===== src/rtl/swdma_pkg.sv =====
// Package: shared sizes and register offsets of the software DMA request unit.
// Assumes word-aligned byte addresses on the register bus.
package swdma_pkg;
    localparam int unsigned LINES   = 16;
    localparam int unsigned CHANS   = 8;
    localparam int unsigned ADDR_W  = 8;
    localparam int unsigned DATA_W  = 32;
    localparam int unsigned WORD_LSB = 2;

    localparam logic [ADDR_W-1:0] OFS_CHAN_EN = 8'h1C;
    localparam logic [ADDR_W-1:0] OFS_BURST   = 8'h20;
    localparam logic [ADDR_W-1:0] OFS_SINGLE  = 8'h24;

    typedef enum logic [1:0] {
        SEL_NONE   = 2'd0,
        SEL_CHAN   = 2'd1,
        SEL_BURST  = 2'd2,
        SEL_SINGLE = 2'd3
    } reg_sel_e;

    // Word-level address compare, ignoring the byte lane bits.
    function automatic logic word_hit(input logic [ADDR_W-1:0] a,
                                      input logic [ADDR_W-1:0] ofs);
        return a[ADDR_W-1:WORD_LSB] == ofs[ADDR_W-1:WORD_LSB];
    endfunction
endpackage


===== src/rtl/swdma_decode.sv =====
// Module: swdma_decode
// Decodes a register address into a register select.
// Assumes the offsets in swdma_pkg are distinct words.
module swdma_decode
    import swdma_pkg::*;
(
    input  logic [ADDR_W-1:0] addr,
    output reg_sel_e          sel
);
    // Map address to register select; unmapped gives SEL_NONE.
    always_comb begin
        if (word_hit(addr, OFS_BURST))        sel = SEL_BURST;
        else if (word_hit(addr, OFS_SINGLE))  sel = SEL_SINGLE;
        else if (word_hit(addr, OFS_CHAN_EN)) sel = SEL_CHAN;
        else                                  sel = SEL_NONE;
    end
endmodule


===== src/rtl/swdma_flag_bank.sv =====
// Module: swdma_flag_bank
// One set of software request flags: write-one-to-set, cleared per line by
// a completion strobe. A set in the same cycle as a clear wins.
// Assumes set_v and done_v are synchronous to clk.
module swdma_flag_bank #(
    parameter int unsigned N = 16
) (
    input  logic         clk,
    input  logic         rst_n,
    input  logic [N-1:0] set_v,
    input  logic [N-1:0] done_v,
    output logic [N-1:0] req_q
);
    // Flag update: clear completed lines, then apply new sets.
    always_ff @(posedge clk) begin
        if (!rst_n) req_q <= '0;
        else        req_q <= (req_q & ~done_v) | set_v;
    end


    reset_clears_chk: assert property (@(posedge clk) !rst_n |=> (req_q == '0));


    flag_holds_chk: assert property (@(posedge clk) disable iff (!rst_n)
        1'b1 |=> ((req_q & $past(req_q & ~done_v)) == $past(req_q & ~done_v)));


    no_spurious_set_chk: assert property (@(posedge clk) disable iff (!rst_n)
        1'b1 |=> ((req_q & ~$past(req_q | set_v)) == '0));


    set_wins_chk: assert property (@(posedge clk) disable iff (!rst_n)
        (|(set_v & done_v)) |=> ((req_q & $past(set_v)) == $past(set_v)));
endmodule


===== src/rtl/swdma_read_mux.sv =====
// Module: swdma_read_mux
// Selects the read word and zero-extends it to the bus width.
// Assumes LINES and CHANS are both no larger than the bus width.
module swdma_read_mux
    import swdma_pkg::*;
(
    input  reg_sel_e          sel,
    input  logic [LINES-1:0]  burst_v,
    input  logic [LINES-1:0]  single_v,
    input  logic [CHANS-1:0]  chan_v,
    output logic [DATA_W-1:0] rdata
);
    // Zero-extended read value for the selected register.
    always_comb begin
        rdata = '0;
        unique case (sel)
            SEL_BURST:  rdata[LINES-1:0] = burst_v;
            SEL_SINGLE: rdata[LINES-1:0] = single_v;
            SEL_CHAN:   rdata[CHANS-1:0] = chan_v;
            default:    rdata = '0;
        endcase
    end
endmodule


===== src/rtl/swdma_req_unit.sv =====
// Module: swdma_req_unit (top)
// Software-posted DMA burst and single requests, merged with peripheral
// requests; also a read-only channel-enable status word.
// Assumes a single-cycle write strobe and combinational reads.
module swdma_req_unit
    import swdma_pkg::*;
(
    input  logic              clk,
    input  logic              rst_n,
    input  logic [7:0]        reg_addr,
    input  logic              reg_we,
    input  logic [31:0]       reg_wdata,
    output logic [31:0]       reg_rdata,
    input  logic [15:0]       periph_burst_i,
    input  logic [15:0]       periph_single_i,
    input  logic [15:0]       burst_done_i,
    input  logic [15:0]       single_done_i,
    input  logic [7:0]        chan_en_i,
    output logic [15:0]       burst_req_o,
    output logic [15:0]       single_req_o
);
    reg_sel_e         sel;
    logic [LINES-1:0] set_burst, set_single;
    logic [LINES-1:0] sw_burst, sw_single;

    swdma_decode dec_i (.addr(reg_addr), .sel(sel));

    // Per-bank set masks from a write; upper data bits are dropped.
    always_comb begin
        set_burst  = (reg_we && sel == SEL_BURST)  ? reg_wdata[LINES-1:0] : '0;
        set_single = (reg_we && sel == SEL_SINGLE) ? reg_wdata[LINES-1:0] : '0;
    end

    swdma_flag_bank #(.N(LINES)) burst_bank_i (
        .clk(clk), .rst_n(rst_n), .set_v(set_burst),
        .done_v(burst_done_i), .req_q(sw_burst));

    swdma_flag_bank #(.N(LINES)) single_bank_i (
        .clk(clk), .rst_n(rst_n), .set_v(set_single),
        .done_v(single_done_i), .req_q(sw_single));

    // Merge software flags with peripheral lines.
    always_comb begin
        burst_req_o  = sw_burst  | periph_burst_i;
        single_req_o = sw_single | periph_single_i;
    end

    swdma_read_mux rd_i (
        .sel(sel), .burst_v(burst_req_o), .single_v(single_req_o),
        .chan_v(chan_en_i), .rdata(reg_rdata));


    merge_covers_chk: assert property (@(posedge clk) disable iff (!rst_n)
        ((burst_req_o & periph_burst_i) == periph_burst_i) &&
        ((single_req_o & periph_single_i) == periph_single_i));


    rdata_upper_zero_chk: assert property (@(posedge clk) disable iff (!rst_n)
        reg_rdata[31:LINES] == '0);
endmodule


===== config.mk =====
export PLATFORM = sky130hd
export DESIGN_NAME = swdma_req_unit
export DESIGN_NICKNAME = d
export VERILOG_FILES = /design/src/rtl/swdma_pkg.sv /design/src/rtl/swdma_decode.sv /design/src/rtl/swdma_flag_bank.sv /design/src/rtl/swdma_read_mux.sv /design/src/rtl/swdma_req_unit.sv
export SDC_FILE = /design/constraint.sdc
export NUM_CORES = 1
export LEC_CHECK = 0
export BUFFER_PORTS_ARGS = -buffer_cell sky130_fd_sc_hd__buf_2
export CORE_ASPECT_RATIO = 2
export CORE_MARGIN = 2
export CORE_UTILIZATION = 36
export CTS_CLUSTER_DIAMETER = 150
export DETAILED_ROUTE_END_ITERATION = 8
export GPL_ROUTABILITY_DRIVEN = 1
export PLACE_DENSITY = 0.78
export REMOVE_ABC_BUFFERS = 1
export SETUP_SLACK_MARGIN = 0.05
export SYNTH_ARGS = -nofsm -noshare
export SYNTH_HDL_FRONTEND = slang
export SYNTH_HIERARCHICAL = 1
export SYNTH_SLANG_ARGS = --single-unit

===== constraint.sdc =====
create_clock -name clk -period 1.7 [get_ports clk]
set_input_delay 0 -clock clk [delete_from_list [all_inputs] [get_ports clk]]
set_output_delay 0 -clock clk [all_outputs]
set_load 0.01 [all_outputs]

==> flow_summary.yaml, run 1 <==
synth:
  syn_area_mm2: 0.00221
  synth_area_leaders: "dfxtp_1 29%, nor2b_1 12%, o21a_1 11%, or2_2 9.1%, and4b_1 7.3%"
  ys.flop_type: "dfxtp_1"
  synthArstFlopShare_pct: 0
  yosys_warnings: 6
  synth-seq-cells: 32
  synth_edf_count: 0
  synth.most_common_cell: "nor2b_1"
  synth_top_area_share_pct: 29.0
  yosysSeqAreaShare_pct: 29.0
  synth.distinct_cells: 21
  yosys-top-cells-count: "41 x nor2b_1, 32 x dfxtp_1, 32 x o21a_1, 32 x or2_2, 18 x buf_4"
  syn_inst: 233
  synth_top_area_cell: "dfxtp_1"
  avgSynthCellArea_um2: 9.47
die:
  ios: 179
  core_mm2: 0.00596
  die_area_mm2: 0.00681
  fp.dieW_um: 59.4
  die_h_um: 115
  rows: 40
  initial_utilization_pct: 37.0
sta:
  maxSlewViolCount: 0
  period_minus_slack_ns: 1.75
  tightest_slew_ns: 0.618
  fin_crit_sh_pct: 103
  hold_viol: 0
  max_freq_mhz: 571
  setup_viol: 6
  final.setup.tns_ns: -0.167
  finClkSkew_ns: 0
  relSlewSlack_pct: 58.8
  setup_slack_ns: -0.0507
  rsz0062_at_grt: "yes"
cells_and_area:
  antenna_cells: 0
  drive_gt1_share_pct: 56.7
  nFillCells: 553
  areaGrowthSynthToFinish_pct: 50.0
  final_nets: 507
cts:
  cts.clk_slew.worst_paths_ns: 0.05
  numCtsBuffers: 5
  cts_max_path_buffers: 2
  root_buffer: "clkbuf_16"
  tritoncts: "yes"
  insertion_delay_ns: 0.27
  clock_sinks: 32
  htree_levels: 2
power:
  ir_drop_v: 0.000708
  power.density_mw_per_mm2: 662
  p_leak_nw: 1.71
  p_total_w: 0.00219
setup_path:
  end_kind: "output port"
  critPathLaunchType: "primary input"
  critPathKind: "primary input to output port"
  crit_required_ns: 1.70
  crit_path_max_fanout: 7
  cp_data_arrival_time_ns: 1.75
global_route:
  met1_usage_pct: 16.4
  met2_usage_pct: 35.4
  gr-total-overflow: 0
  antenna_found_initial: 0
  met3_usage_pct: 3.16
  grt_pass1_wl_um: 9350
  grt_busiest_layer: "met2"
  grt_pass1_vias: 2126
  grt_util_all_layers_pct: 18.0
  grt_start_max_net_pins: 33
placed_design:
  gp_congestion: 0.838
  hpwl_um: 4930
  port_buffers: 144
drt:
  antenna_left: 0
  drc: 0
  wire_per_inst_um: 14.2
  firstDrtPassIters: 4
  drt_iter0_drc: 41
  dr_total_vias: 2276
  routed_wl_um: 6470
  viasPerCell: 4.99
outcome:
  violations: "negative setup slack"
  outcome: "finished, violations left"
run:
  maxCapViolCount: 0
min_path:
  hold_class: "primary input to flip-flop"
-- repair_timing --
action,in CTS,in global routing
gates cloned,1,0
resized for setup,20,5
pin swaps,3,2
buffers inserted,11,6
hold buffers,0,0
setup endpoints to repair,15,21
-- state kept, by name, summed over array words and instances (netlist names) --
register	cells
single_bank_i/req_q	16
burst_bank_i/req_q	16
-- power breakdown --
part           switching, W  internal (W)  total (W)  leakage [nW]
Sequential      0.000000758      0.000753   0.000753         0.258
Combinational      0.000165      0.000192   0.000358          1.36
Clock              0.000309      0.000770    0.00108        0.0901
Total              0.000475       0.00172    0.00219          1.71
-- path summary, 6_finish.rpt --
kind                          start                       to  slack [ns]  depth (start not counted)
max                     reg_addr[3]             reg_rdata[6]       -0.05                          8
min               single_done_i[10]  single_bank_i/req_q[10]        0.03                          3
max reg2reg  single_bank_i/req_q[6]   single_bank_i/req_q[6]        0.97                          2
min reg2reg  single_bank_i/req_q[0]   single_bank_i/req_q[0]        0.57                          2
-- area by class of cell --
type                            count  area (µm²)  share of cell area (%)
Clock inverter                      1        30.0                   0.908
Tap cell                           63        78.8                    2.38
Multi-Input combinational cell    181        1390                    41.9
Sequential cell                    32         641                    19.4
Inverter                            1        3.75                   0.113
Timing Repair Buffer              171        1020                    30.7
Clock buffer                        7         153                    4.61
-- cells in the final DEF (no fill, tap or decap), types with 2 or more instances in the layout --
| cell type | instances |
|---|---|
| buf_12 | 2 |
| clkbuf_8 | 2 |
| and4_1 | 16 |
| clkbuf_16 | 5 |
| mux2i_1 | 8 |
| dfxtp_1 | 32 |
| and4b_1 | 16 |
| o21a_1 | 32 |
| buf_6 | 10 |
| conb_1 | 16 |
| a22o_1 | 8 |
| nor2b_1 | 40 |
| buf_4 | 14 |
| buf_2 | 143 |
| mux2_4 | 8 |
| or2_2 | 32 |
-- metal layers --
| layer | wire (µm) | part of all wire, % | vias to the layer above |
|---|---|---|---|
| met5 | 0 | 0 | - |
| met4 | 157 | 2.4 | 0 |
| met3 | 314 | 4.9 | 12 |
| met2 | 3850 | 60 | 90 |
| met1 | 2150 | 33 | 1068 |
| li1 | - | - | 1106 |
-- worst max-delay path, stage by stage --
cell       delay [ns]
buf_6            0.09
or3b_4           0.40
a2111oi_4        0.30
buf_6            0.19
buf_12           0.14
mux2_4           0.30
a22o_1           0.20
buf_2            0.13
-- metrics by stage --
step	area, µm²	util [%]	worst slack [ns]	cells	hold slack, ns
after floorplan	1990	-	-1.73	214	0.113
after global placement	2930	49.2	-0.175	435	0.284
after detailed placement	2930	49.2	-0.186	435	0.283
after CTS	3290	55.2	-0.111	454	0.0238
after global routing	3310	55.5	-0.120	456	0.0335
final	3310	55.5	-0.0507	456	0.0310
-- cells by family after synthesis --
| family | after synthesis | synth area share, % |
|---|---|---|
| buffers and inverters | 35 | 12.7 |
| multiplexers | 16 | 8.05 |
| other | 1 | 0.170 |
| flip-flops | 32 | 29.0 |
| AND/OR/NAND/NOR | 108 | 35.3 |
| AO/OA/AOI/OAI | 41 | 14.7 |
(Power assumes the default switching activity.)
==> run 2, diff against run 1 <==
--- a/config.mk
+++ b/config.mk
@@ -8,11 +8,11 @@
 export BUFFER_PORTS_ARGS = -buffer_cell sky130_fd_sc_hd__buf_2
 export CORE_ASPECT_RATIO = 2
 export CORE_MARGIN = 2
-export CORE_UTILIZATION = 36
+export CORE_UTILIZATION = 43
 export CTS_CLUSTER_DIAMETER = 150
 export DETAILED_ROUTE_END_ITERATION = 8
 export GPL_ROUTABILITY_DRIVEN = 1
-export PLACE_DENSITY = 0.78
+export PLACE_DENSITY = 0.87
 export REMOVE_ABC_BUFFERS = 1
 export SETUP_SLACK_MARGIN = 0.05
 export SYNTH_ARGS = -nofsm -noshare
==> constraint.sdc (replaced) <==
create_clock -name clk -period 2.25 [get_ports clk]
set_input_delay 0 -clock clk [delete_from_list [all_inputs] [get_ports clk]]
set_output_delay 0 -clock clk [all_outputs]
set_load 0.01 [all_outputs]
==> flow_summary.yaml, run 2 (synthesis results as in run 1) <==
cts:
  tritoncts: "yes"
  cts_max_path_buffers: 2
  htree_levels: 2
  cts.clk_slew.worst_paths_ns: 0.08
  clock_sinks: 32
  insertion_delay_ns: 0.27
  numCtsBuffers: 5
  cts_hold_buffers: 0
  root_buffer: "clkbuf_8"
  post_cts_resized: 0
  postCtsSetupBuffers: 0
sta:
  setup_slack_ns: 0.310
  final.setup.tns_ns: 0
  max_freq_mhz: 516
  fin_crit_sh_pct: 86.2
  tightest_slew_ns: 0.587
  setup_viol: 0
  relSlewSlack_pct: 60.9
  period_minus_slack_ns: 1.94
  maxSlewViolCount: 0
  rsz0062_at_grt: "no"
  hold_viol: 0
  finClkSkew_ns: 0
setup_path:
  rrSetupSlack_ns: 1.54
  crit_path_max_fanout: 49
  critPathSlowestCell: "or3b_1"
  rr_worst_depth: 2
  cp_top_family: "compound AO/OA/AOI/OAI gates"
  r2r_start: "single_bank_i/req_q[14]"
  critical_path.max_stage_delay_ns: 0.44
  timing.rr.end: "single_bank_i/req_q[14]"
  cp_data_arrival_time_ns: 1.94
  path_buf_inv: 3
  crit_top_cell: "buf_2"
  end_kind: "output port"
  critPathKind: "primary input to output port"
  worst-path-stages: 7
  crit_required_ns: 2.25
  critPathLaunchType: "primary input"
  worstPathCellList: "buf_2 -> or3b_1 -> a2111oi_4 -> buf_12 -> mux2_2 -> a22o_1 -> buf_2"
power:
  pwr-share-seq_pct: 44.5
  p_comb_share_pct: 18.9
  swShare_pct: 26.3
  ir_drop_v: 0.000466
  pwr-share-clk_pct: 36.6
  p_total_w: 0.00128
  p_leak_nw: 1.50
  p_sw_w: 0.000336
  internal_power_w: 0.000941
  power.density_mw_per_mm2: 434
drt:
  wire_per_inst_um: 13.5
  drc: 0
  dr_total_vias: 2174
  routed_wl_um: 5780
  firstDrtPassIters: 4
  antenna_left: 0
  drt_iter0_drc: 42
  viasPerCell: 5.08
min_path:
  min_path_cells: 3
  min_from: "burst_done_i[5]"
  whs_endpoint: "burst_bank_i/req_q[5]"
  hold_class: "primary input to flip-flop"
global_route:
  antenna_found_initial: 0
  grt_util_all_layers_pct: 20.9
  grt_pass1_vias: 2178
  grt_pass1_wl_um: 9140
  gr-total-overflow: 0
  grt_start_max_net_pins: 50
cells_and_area:
  areaGrowthSynthToFinish_pct: 33.4
  layout_commonest_cell: "buf_2"
  mostFrequentLayoutCells: "144 x buf_2, 41 x nor2b_1, 32 x or2_2, 32 x o21a_1, 32 x dfxtp_1"
  reg_top3: "burst_bank_i/req_q (16), single_bank_i/req_q (16)"
  antenna_cells: 0
  drive_gt1_share_pct: 53.6
  final_nets: 485
  utilization_pct: 59.9
outcome:
  outcome: "finished, final reports clean"
die:
  die_area_mm2: 0.00575
  die_h_um: 105
  rows: 36
  fp.dieW_um: 54.6
  initial_utilization_pct: 44.9
  ios: 179
  core_mm2: 0.00491
placed_design:
  hpwl_um: 4450
  port_buffers: 144
  post-place-ws_ns: 0.308
  gp_congestion: 0.792
run:
  maxCapViolCount: 0
## run 2: area by class of cell
cell class | count | area, µm²
fillers | 456 | 1970
multi-input cells | 181 | 1360
repair buffers | 149 | 771
flip-flops and latches | 32 | 641
clock buffers | 6 | 82.6
well taps | 57 | 71.3
clock inverters | 2 | 15.0
inverters | 1 | 3.75
## run 2: per-stage QoR
stage | cells | cell area, µm² | hold WS, ns
2_1_floorplan | 214 | 1990 | 0.113
3_3_place_gp | 420 | 2850 | 0.280
3_5_place_dp | 420 | 2850 | 0.285
4_1_cts | 428 | 2940 | 0.00552
5_1_grt | 428 | 2940 | 0.00671
6_report | 428 | 2940 | 0.0155
## run 2: worst register-to-register path, delay by kind of cell (launching register included)
kind	cells	cell delay (ns)
DFF	1	0.32
and+or+nand+nor	1	0.13
AOI/OAI and AO/OA	1	0.16
## run 2: power by group through the flow
stage	Sequential, W	Clock [W]	Combinational (W)
2_1_floorplan	0.000581	0	0.0000988
3_3_place_gp	0.000581	0	0.000237
3_5_place_dp	0.000581	0	0.000243
4_1_cts	0.000568	0.000485	0.000243
5_1_grt	0.000568	0.000507	0.000268
6_report	0.000568	0.000467	0.000241
## run 2: metal layers
layer | GRT usage [%] | share of wire, %
met2 | 39.6 | 56
met4 | 8.93 | 2.0
met3 | 2.97 | 6.9
met1 | 20.2 | 35
met5 | 0 | 0
## run 2: worst max-delay path by stage
stage                           start           end  slack [ns]
final                     reg_addr[4]  reg_rdata[6]        0.31
after global routing      reg_addr[4]  reg_rdata[6]        0.24
after CTS                 reg_addr[4]  reg_rdata[6]        0.31
after detailed placement  reg_addr[4]  reg_rdata[6]        0.31
after global placement    reg_addr[4]  reg_rdata[6]        0.35
after floorplan           reg_addr[4]  reg_rdata[0]       -1.18
